### src/rtl/wiper_pkg.sv
package wiper_pkg;
  typedef enum logic [1:0] {
    OP_WRITE = 2'd0,
    OP_READ  = 2'd1,
    OP_XFER  = 2'd2,
    OP_SAVE  = 2'd3
  } wiper_op_e;
endpackage

### src/rtl/wiper_busy_timer.sv
module wiper_busy_timer #(
  parameter int CNT_W = 8
) (
  input  logic             clk_i,
  input  logic             rst_ni,
  input  logic             start_i,
  input  logic [CNT_W-1:0] len_i,
  output logic             busy_o
);
  logic [CNT_W-1:0] cnt_q;

  always_ff @(posedge clk_i or negedge rst_ni) begin
    if (!rst_ni)             cnt_q <= '0;
    else if (start_i)        cnt_q <= len_i;
    else if (cnt_q != '0)    cnt_q <= cnt_q - 1'b1;
  end

  assign busy_o = (cnt_q != '0);

  AST_BUSY_NO_RESTART: assert property (@(posedge clk_i) disable iff (!rst_ni)
    busy_o |-> !start_i);
  AST_BUSY_DECAYS: assert property (@(posedge clk_i) disable iff (!rst_ni)
    (busy_o && !start_i) |=> (cnt_q < $past(cnt_q)));
endmodule

### src/rtl/wiper_step_port.sv
module wiper_step_port #(
  parameter int NUM_WIPERS = 4,
  localparam int SEL_W = $clog2(NUM_WIPERS)
) (
  input  logic                  clk_i,
  input  logic                  rst_ni,
  input  logic                  cs_ni,
  input  logic                  dir_i,
  input  logic [SEL_W-1:0]      sel_i,
  output logic [NUM_WIPERS-1:0] up_o,
  output logic [NUM_WIPERS-1:0] dn_o
);
  logic cs_q;
  logic fall;

  always_ff @(posedge clk_i or negedge rst_ni) begin
    if (!rst_ni) cs_q <= 1'b1;
    else         cs_q <= cs_ni;
  end

  assign fall = cs_q & ~cs_ni;

  for (genvar w = 0; w < NUM_WIPERS; w++) begin : g_sel
    assign up_o[w] = fall &  dir_i & (sel_i == SEL_W'(w));
    assign dn_o[w] = fall & ~dir_i & (sel_i == SEL_W'(w));
  end

  AST_STEP_SINGLE: assert property (@(posedge clk_i) disable iff (!rst_ni)
    $onehot0(up_o | dn_o));
  AST_STEP_NEEDS_HIGH: assert property (@(posedge clk_i) disable iff (!rst_ni)
    (|(up_o | dn_o)) |=> !(|(up_o | dn_o)));
endmodule

### src/rtl/wiper_channel.sv
module wiper_channel #(
  parameter int          POS_W    = 8,
  parameter int          NUM_REGS = 4,
  parameter logic [POS_W-1:0] INIT0 = '0,
  localparam int IDX_W = $clog2(NUM_REGS),
  localparam int TAPS  = 1 << POS_W
) (
  input  logic             clk_i,
  input  logic             rst_ni,
  input  logic             recall_i,
  input  logic             dr_we_i,
  input  logic             save_i,
  input  logic             xfer_i,
  input  logic [IDX_W-1:0] idx_i,
  input  logic [POS_W-1:0] wdata_i,
  input  logic             step_up_i,
  input  logic             step_dn_i,
  output logic [POS_W-1:0] pos_o,
  output logic [TAPS-1:0]  tap_o,
  output logic [POS_W-1:0] rdata_o
);
  localparam logic [POS_W-1:0] POS_MAX = '1;

  logic [POS_W-1:0] dr_q [NUM_REGS];
  logic [POS_W-1:0] pos_q;
  logic [TAPS-1:0]  tap_q;

  for (genvar r = 0; r < NUM_REGS; r++) begin : g_dr
    localparam logic [POS_W-1:0] RST_VAL = (r == 0) ? INIT0 : '0;
    always_ff @(posedge clk_i or negedge rst_ni) begin
      if (!rst_ni)                               dr_q[r] <= RST_VAL;
      else if (dr_we_i && idx_i == IDX_W'(r))    dr_q[r] <= wdata_i;
      else if (save_i && idx_i == IDX_W'(r))     dr_q[r] <= pos_q;
    end
  end

  assign rdata_o = dr_q[idx_i];

  // recall, then host transfer, then step
  always_ff @(posedge clk_i or negedge rst_ni) begin
    if (!rst_ni)                             pos_q <= '0;
    else if (recall_i)                       pos_q <= dr_q[0];
    else if (xfer_i)                         pos_q <= dr_q[idx_i];
    else if (step_up_i && pos_q != POS_MAX)  pos_q <= pos_q + 1'b1;
    else if (step_dn_i && pos_q != '0)       pos_q <= pos_q - 1'b1;
  end

  always_ff @(posedge clk_i or negedge rst_ni) begin
    if (!rst_ni) tap_q <= TAPS'(1);
    else         tap_q <= TAPS'(1) << pos_q;
  end

  assign pos_o = pos_q;
  assign tap_o = tap_q;

  AST_NO_WRAP_HI: assert property (@(posedge clk_i) disable iff (!rst_ni)
    (step_up_i && pos_q == POS_MAX && !xfer_i && !recall_i) |=> pos_q == POS_MAX);
  AST_NO_WRAP_LO: assert property (@(posedge clk_i) disable iff (!rst_ni)
    (step_dn_i && pos_q == '0 && !xfer_i && !recall_i) |=> pos_q == '0);
  AST_TAP_ONEHOT: assert property (@(posedge clk_i) disable iff (!rst_ni)
    $countones(tap_q) == 1);
  AST_XFER_WINS: assert property (@(posedge clk_i) disable iff (!rst_ni)
    (xfer_i && !recall_i) |=> pos_q == $past(rdata_o));
endmodule

### src/rtl/wiper_bank_ctrl.sv
module wiper_bank_ctrl
  import wiper_pkg::*;
#(
  parameter int NUM_WIPERS = 4,
  parameter int NUM_REGS   = 4,
  parameter int POS_W      = 8,
  parameter int BUSY_W     = 8,
  parameter logic [NUM_WIPERS*POS_W-1:0] DR_INIT = 32'hC080_4010,
  localparam int WSEL_W = $clog2(NUM_WIPERS),
  localparam int RSEL_W = $clog2(NUM_REGS),
  localparam int TAPS   = 1 << POS_W
) (
  input  logic                       clk_i,
  input  logic                       rst_ni,
  input  logic                       wp_i,
  input  logic [BUSY_W-1:0]          busy_cycles_i,
  input  logic                       cmd_valid_i,
  input  logic [1:0]                 cmd_op_i,
  input  logic [WSEL_W-1:0]          cmd_wiper_i,
  input  logic [RSEL_W-1:0]          cmd_reg_i,
  input  logic [POS_W-1:0]           cmd_wdata_i,
  output logic                       rd_valid_o,
  output logic [POS_W-1:0]           rd_data_o,
  output logic                       busy_o,
  input  logic                       ud_cs_ni,
  input  logic                       ud_dir_i,
  input  logic [WSEL_W-1:0]          ud_sel_i,
  output logic [NUM_WIPERS*POS_W-1:0] pos_o,
  output logic [NUM_WIPERS*TAPS-1:0]  tap_o
);
  wiper_op_e op;
  logic      recall_q;
  logic      cmd_ok;
  logic      rd_go;
  logic      busy_start;
  logic      rd_valid_q;
  logic [POS_W-1:0] rd_data_q;

  logic [NUM_WIPERS-1:0] dr_we, save, xfer, step_up, step_dn;
  logic [POS_W-1:0]      ch_rdata [NUM_WIPERS];

  assign op = wiper_op_e'(cmd_op_i);

  always_ff @(posedge clk_i or negedge rst_ni) begin
    if (!rst_ni) recall_q <= 1'b1;
    else         recall_q <= 1'b0;
  end

  assign cmd_ok = cmd_valid_i & ~busy_o & ~recall_q;
  assign rd_go  = cmd_ok & (op == OP_READ);

  for (genvar w = 0; w < NUM_WIPERS; w++) begin : g_dec
    logic hit;
    assign hit       = cmd_ok & (cmd_wiper_i == WSEL_W'(w));
    assign dr_we[w]  = hit & (op == OP_WRITE) & ~wp_i;
    assign save[w]   = hit & (op == OP_SAVE)  & ~wp_i;
    assign xfer[w]   = hit & (op == OP_XFER);
  end

  assign busy_start = |(dr_we | save);

  wiper_busy_timer #(.CNT_W(BUSY_W)) u_busy (
    .clk_i   (clk_i),
    .rst_ni  (rst_ni),
    .start_i (busy_start),
    .len_i   (busy_cycles_i),
    .busy_o  (busy_o)
  );

  wiper_step_port #(.NUM_WIPERS(NUM_WIPERS)) u_step (
    .clk_i  (clk_i),
    .rst_ni (rst_ni),
    .cs_ni  (ud_cs_ni),
    .dir_i  (ud_dir_i),
    .sel_i  (ud_sel_i),
    .up_o   (step_up),
    .dn_o   (step_dn)
  );

  for (genvar w = 0; w < NUM_WIPERS; w++) begin : g_ch
    wiper_channel #(
      .POS_W    (POS_W),
      .NUM_REGS (NUM_REGS),
      .INIT0    (DR_INIT[w*POS_W +: POS_W])
    ) u_ch (
      .clk_i     (clk_i),
      .rst_ni    (rst_ni),
      .recall_i  (recall_q),
      .dr_we_i   (dr_we[w]),
      .save_i    (save[w]),
      .xfer_i    (xfer[w]),
      .idx_i     (cmd_reg_i),
      .wdata_i   (cmd_wdata_i),
      .step_up_i (step_up[w]),
      .step_dn_i (step_dn[w]),
      .pos_o     (pos_o[w*POS_W +: POS_W]),
      .tap_o     (tap_o[w*TAPS +: TAPS]),
      .rdata_o   (ch_rdata[w])
    );

    AST_RECALL_DEFAULT: assert property (@(posedge clk_i) disable iff (!rst_ni)
      $fell(recall_q) |-> pos_o[w*POS_W +: POS_W] == DR_INIT[w*POS_W +: POS_W]);
  end

  always_ff @(posedge clk_i or negedge rst_ni) begin
    if (!rst_ni) begin
      rd_valid_q <= 1'b0;
      rd_data_q  <= '0;
    end else begin
      rd_valid_q <= rd_go;
      if (rd_go) rd_data_q <= ch_rdata[cmd_wiper_i];
    end
  end

  assign rd_valid_o = rd_valid_q;
  assign rd_data_o  = rd_data_q;

  AST_WP_BLOCKS_DR: assert property (@(posedge clk_i) disable iff (!rst_ni)
    wp_i |-> !(|(dr_we | save)));
  AST_READ_REJECT_BUSY: assert property (@(posedge clk_i) disable iff (!rst_ni)
    (cmd_valid_i && op == OP_READ && busy_o) |=> !rd_valid_o);
  AST_XFER_NO_BUSY: assert property (@(posedge clk_i) disable iff (!rst_ni)
    (!busy_o && cmd_valid_i && op == OP_XFER) |=> !busy_o);
endmodule

### config.mk
export PLATFORM = sky130hd
export DESIGN_NAME = wiper_bank_ctrl
export DESIGN_NICKNAME = d
export VERILOG_FILES = /design/src/rtl/wiper_pkg.sv /design/src/rtl/wiper_busy_timer.sv /design/src/rtl/wiper_step_port.sv /design/src/rtl/wiper_channel.sv /design/src/rtl/wiper_bank_ctrl.sv
export SDC_FILE = /design/constraint.sdc
export NUM_CORES = 2
export LEC_CHECK = 0
export ABC_CLOCK_PERIOD_IN_PS = 3500
export BUFFER_PORTS_ARGS = -buffer_cell sky130_fd_sc_hd__buf_2
export CAP_MARGIN = 25
export CORE_AREA = 2 2 431 433
export DETAILED_ROUTE_END_ITERATION = 6
export DIE_AREA = 0 0 433 435
export PLACE_DENSITY = 0.42
export SETUP_SLACK_MARGIN = 0.1
export SLEW_MARGIN = 20
export SYNTH_ARGS = -nofsm -noshare
export SYNTH_HDL_FRONTEND = slang
export SYNTH_SLANG_ARGS = --single-unit
### constraint.sdc
create_clock -name clk_i -period 3.5 [get_ports clk_i]
set_input_delay 1.05 -clock clk_i [delete_from_list [all_inputs] [get_ports clk_i]]
set_output_delay 1.05 -clock clk_i [all_outputs]
set_load 0.005 [all_outputs]
# After elaboration in Yosys (flattened, before gate mapping)
# Cells that the tools add are included.
dict set report classes {
  shifts 4
  mux 65
  reduce_logical 71
  bitwise 46
  n_lt_le_gt_ge 2
  eq_ne 16
  addsub 9
}
# operator n
set ops {}
lappend ops {{$shl 1x8->256 const A} 4}
lappend ops {{$mux 8} 60}
lappend ops {{$bmux 8 s2} 5}
lappend ops {{$logic_and 1x1->1} 40}
lappend ops {{$reduce_bool 8->1} 5}
lappend ops {{$sub 8x1->8 const B} 5}
lappend ops {{$and 1x1->1} 38}
lappend ops {{$reduce_bool 2->1} 17}
lappend ops {{$add 8x1->8 const B} 4}
lappend ops {{$ne 8x8->1 const B} 4}
lappend ops {{$eq 2x2->1 const B} 8}
lappend ops {{$reduce_bool 4->1} 4}
lappend ops {{$eq 2x1->1 const B} 4}
lappend ops {{$logic_not 2->1} 4}
lappend ops {{$ge 3x3->1 const B} 2}
lappend ops {{$not 2->3} 2}
lappend ops {{$not 1->1} 5}
lappend ops {{$or 4x4->4} 1}
lappend ops {{$reduce_or 4->1} 1}
dict set report word_totals {
  output_inout_bits 1066
  reg_bits 1203
  wordCells 242
  in_bits 30
}

# Depth between registers and ports, before layout
dict set report logic_depth {
  word_depth 10
  depth_mapped 10
  depth_no_buf 9
}

# By module
# A second synthesis with hierarchy kept.
dict set report unflattened {
  hier_cells 3483
  hier_area_um2 41788.8
}
# mod area_per_inst_um2 seq_area_each_um2 cells_per_inst instances
set modules_own_cells {}
lappend modules_own_cells {{wiper_channel (g_ch[1].u_ch ...)} 10149.7 7409.6 851 2}
lappend modules_own_cells {{wiper_channel (g_ch[3].u_ch)} 10151.0 7410.9 851 1}
lappend modules_own_cells {{wiper_channel (g_ch[0].u_ch)} 10068.4 7409.6 808 1}
lappend modules_own_cells {wiper_bank_ctrl 680.7 251.5 53 1}
lappend modules_own_cells {wiper_busy_timer 490.5 200.2 55 1}
lappend modules_own_cells {wiper_step_port 98.8 26.3 14 1}

# Worst setup path before layout
# OpenSTA, ideal clock, no wires.
dict set report synth_path {
  path_kind {input-to-reg}
  start {in ud_cs_ni}
  end {reg g_ch[3].u_ch.pos_q[4]}
  arrival_ns 3.205
  setup_slack_ns 0.199
  path_stages 8
  required_ns 3.405
  setup_ns 0.095
  path_buffers 0
  cell_sequence {nand3b_1 > a311oi_1 > inv_1 > fa_1 > a211oi_1 > nor2_1 > o311a_1 > o31ai_1}
}
dict set report synth_via {
  elab_chain_cells 8
  elab_cells_between_ends 12
  cone_classes {3 x mux; 6 x bitwise; 3 x reduce/logical}
}
# element line
set synth_lines {}
lappend synth_lines {{start, declared} wiper_bank_ctrl.sv:25} ;# input logic ud_cs_ni,
lappend synth_lines {{$not 1->1 *} wiper_step_port.sv:21} ;# assign fall = cs_q & ~cs_ni;
lappend synth_lines {{$and 1x1->1 *} wiper_step_port.sv:21}
lappend synth_lines {{$and 1x1->1 (2 in series)} wiper_step_port.sv:24} ;# assign up_o[w] = fall & dir_i & (sel_i == SEL_W'(w));
lappend synth_lines {{$logic_and 1x1->1} wiper_channel.sv:44} ;# else if (step_up_i && pos_q != POS_MAX) pos_q <= pos_q + 1'b1;
lappend synth_lines {{$mux 8} wiper_channel.sv:44}
lappend synth_lines {{$mux 8} wiper_channel.sv:43} ;# else if (xfer_i) pos_q <= dr_q[idx_i];
lappend synth_lines {{$mux 8} wiper_channel.sv:42} ;# else if (recall_i) pos_q <= dr_q[0];
lappend synth_lines {{end signal, assigned} wiper_channel.sv:42}
lappend synth_lines {{end signal, assigned} wiper_channel.sv:43}
lappend synth_lines {{end signal, assigned} wiper_channel.sv:44}
lappend synth_lines {{end, declared} wiper_channel.sv:25} ;# logic [POS_W-1:0] pos_q;
# Mark *: on every way between the ends. The rest lies on a longest branch, timed or not.
# A chain may end at the register's enable or synchronous reset.

# Final worst setup path
dict set report layout_path {
  start {reg u_busy.cnt_q[2]}
  end {out busy_o}
}
dict set report layout_via {
  elab_chain_cells 1
}
# element line
set layout_lines {}
lappend layout_lines {{start, declared} wiper_busy_timer.sv:10} ;# logic [CNT_W-1:0] cnt_q;
lappend layout_lines {{start signal, assigned} wiper_busy_timer.sv:14} ;# else if (start_i) cnt_q <= len_i;
lappend layout_lines {{start signal, assigned} wiper_busy_timer.sv:15} ;# else if (cnt_q != '0) cnt_q <= cnt_q - 1'b1;
lappend layout_lines {{$reduce_bool 8->1} wiper_busy_timer.sv:18} ;# assign busy_o = (cnt_q != '0);
lappend layout_lines {{end, declared} wiper_bank_ctrl.sv:24} ;# output logic busy_o,
# Every way passes these cells.

==> metrics.txt <==
Fmax=305.4 MHz; biggest area consumer among synthesized cells=dfrtp_1; Multi-input gate area=0.01058 mm^2; final setup violating endpoints=0; Hold Fails Final Rpt=0; max-slew violations=0; vias in the first global route=31013; CTS tree=built; TritonCTS Buffers=139; post-synth top area share=between 70% and 80%; Initial Util=between 20% and 30%; root buffer cell=clkbuf_16; Post-DP HPWL=119.3 mm; Die Area=0.1884 mm^2; worst hold slack=0.3660 ns; FP Rows=around 160; Synth top cells by count=dfrtp_1, nor2_1, nand2_1; gr usage total=17.46%; total number of vias=about 30000; crit path launch type=flop; cell area after layout=0.05588 mm^2; R2R depth=11; # DRC=0; predominant post-synthesis flop cell=dfrtp_1; Clock Pin Slew Worst Setup and Hold Paths=~0.05 ns; worst endpoint required time=2.45 ns; Worst Setup End Kind=output port; number of nets at the end of the flow=4695; reg2reg start=g_ch[3].u_ch.pos_o[7]; H-tree Lvls=4; FF-to-FF End=g_ch[3].u_ch.pos_o[5]; DP Area=0.05098 mm^2; initial DRC count=approximately 1800; min Tclk post-route=3.275 ns; setup TNS=0 ns; register area=0.03012 mm^2; Detail Route Antenna Nets=0; drt total wl=166.7 mm; worst min path class=input pin to async pin; Routability Congestion=0.7972; sequential share of the synthesized area=72.50%; PwrDens=578.0 mW/mm^2; Worst VDD drop=between 400 and 500 uV; initial antenna violation count=26; first-pass GRT wire length=237.6 mm; number of top-level pins=about 1100; Port Buf Inserts=1095; Die W=433 um; Syn Nets=approximately 3500; most frequent cell after synthesis=dfrtp_1; worst-path fanout max=5; Async SR Flop Fraction=100.0%; DR vias/cell=about 4.2; overall power=approximately 32 mW; Max-cap violations=0; kind of critical path=flop to output port; Distinct cells, synth=74; cells after synthesis=approximately 3400; Yosys reg bits=1203; Tightest Pin Transition=1.010 ns; Core ar.=between 0.15 and 0.2 mm^2; P&R area growth vs syn=34.52%; clk sink count=1203; Slew Limit Headroom=approximately 33%; Synth Cell Area=0.04154 mm^2; dominant cells by area after synthesis=dfrtp_1, nor2_1, mux4_2, nand2_1, mux2i_1; Avg Cell Area, Syn=between 10 and 15 um^2; R2R Setup Slk=0.61 ns; largest net degree at the start of global routing=between 80 and 90; share of layout cells above drive strength 1=between 30% and 40%; period utilization=just over 90%; total gr overflow=0; Critical Path AT=2.22 ns; cts hold-fix bufs=0; status=finished clean; EDFF count, synth=0; fillers=19008; yosys warns=0; Die Ht=435 um; Clock Tree Buf Depth=3; Static Leak=28.97 nW; final clock skew=between 0.03 and 0.04 ns; router iterations before antenna repair=5; unrepaired setup endpoints after global routing=false; Worst-Skew Late Latency=0.80 ns; Avg WL per Cell=23.08 um
-- worst max-delay path, cell delays in order, from the launching register on --
cell and delay (ns):
dfrtp_2 0.45, or4_4 0.50, buf_8 0.17, nor2_4 0.13, inv_1 0.06, buf_2 0.12
-- worst max-delay path by stage --
stage	start	depth (start not counted)	to	slack, ns
final	u_busy.cnt_q[2]	5	busy_o	0.23
after global routing	u_busy.cnt_q[2]	5	busy_o	0.10
after CTS	u_busy.cnt_q[2]	5	busy_o	0.11
after detailed placement	ud_cs_ni	11	g_ch[2].u_ch.pos_o[6]	0.02
after global placement	ud_cs_ni	11	g_ch[2].u_ch.pos_o[6]	0.01
after floorplan	ud_cs_ni	8	g_ch[3].u_ch.pos_o[4]	0.20
-- sequential cells by signal, summed over array words and instances, names as in the netlist --
register,cells
rd_data_o,8
g_ch.u_ch.pos_o,32
g_ch.u_ch.dr_q,128
u_busy.cnt_q,8
u_step.cs_q,1
rd_valid_o,1
g_ch.u_ch.tap_o,1024
recall_q,1
-- power by group --
| group | switching (mW) | internal (mW) | total (mW) |
|---|---|---|---|
| logic | 2.15 | 0.786 | 2.94 |
| clock network | 6.21 | 9.01 | 15.2 |
| registers | 0.0814 | 14.1 | 14.2 |
| total | 8.44 | 23.9 | 32.3 |
-- per-layer routing --
metal | up-vias | wire [um] | track usage (%)
met5 | - | 78 | 0
met1 | 15638 | 66860 | 21.10
met3 | 274 | 8755 | 3.787
met4 | 12 | 5427 | 6.311
met2 | 912 | 85610 | 30.33
li1 | 13500 | - | -
-- cell type report --
| type | instances | share of cell area [%] |
|---|---|---|
| Inverter | 22 | 0.1478 |
| Clock buffer | 205 | 7.264 |
| Timing Repair Buffer | 1276 | 12.84 |
| Sequential cell | 1203 | 53.90 |
| Multi-Input combinational cell | 1989 | 18.93 |
| Clock inverter | 42 | 1.330 |
| Antenna cell | 8 | 0.03583 |
| Tap cell | 2480 | 5.553 |
-- repair_timing --
action / in CTS / in global routing
setup endpoints to repair: 1 / 1
pin swaps: 0 / 0
gates resized for setup: 7 / 1
gates cloned: 0 / 0
hold endpoints to repair: 0 / 0
buffers inserted: 3 / 0
-- cells in the final DEF (no fill, tap or decap), types with 12 or more instances in the layout --
| cell | n |
|---|---|
| nor2b_1 | 19 |
| buf_12 | 24 |
| clkbuf_8 | 29 |
| bufinv_16 | 12 |
| or3_1 | 17 |
| o21ai_0 | 56 |
| mux4_2 | 40 |
| mux2i_1 | 63 |
| dfrtp_1 | 1191 |
| mux2_2 | 14 |
| ha_1 | 29 |
| o21ai_1 | 21 |
| a211oi_1 | 13 |
| clkbuf_16 | 141 |
| buf_4 | 153 |
| nand2_1 | 193 |
| inv_1 | 22 |
| a21oi_1 | 101 |
| nand4_1 | 16 |
| nor3_1 | 30 |
| nor2_1 | 1125 |
| nand2b_1 | 16 |
| xor2_1 | 14 |
| clkbuf_1 | 35 |
| buf_2 | 1094 |
| nand3_1 | 29 |
-- kinds of logic (layout without fill, tap and decap cells) --
family / count (synthesis) / after routing / synth area share, %
AOI/OAI and AO/OA: 271 / 271 / 3.901
xor gates and xnor gates: 25 / 25 / 0.5271
adders and majority gates: 34 / 34 / 1.096
buffers and inverters: 225 / 1545 / 2.117
DFF: 1203 / 1203 / 72.50
muxes: 117 / 117 / 4.066
other: 1 / 9 / 0.009027
and+or+nand+nor: 1541 / 1541 / 15.78
-- stage by stage --
| stage | util, % | setup WS, ns | cells |
|---|---|---|---|
| after floorplan | - | 0.1991 | 3417 |
| after global placement | 27.68 | 0.009752 | 6963 |
| after detailed placement | 27.70 | 0.02091 | 6965 |
| after CTS | 30.33 | 0.1073 | 7215 |
| after global routing | 30.36 | 0.1041 | 7224 |
| final | 30.36 | 0.2254 | 7225 |
Power figures use the tool's default switching activity.
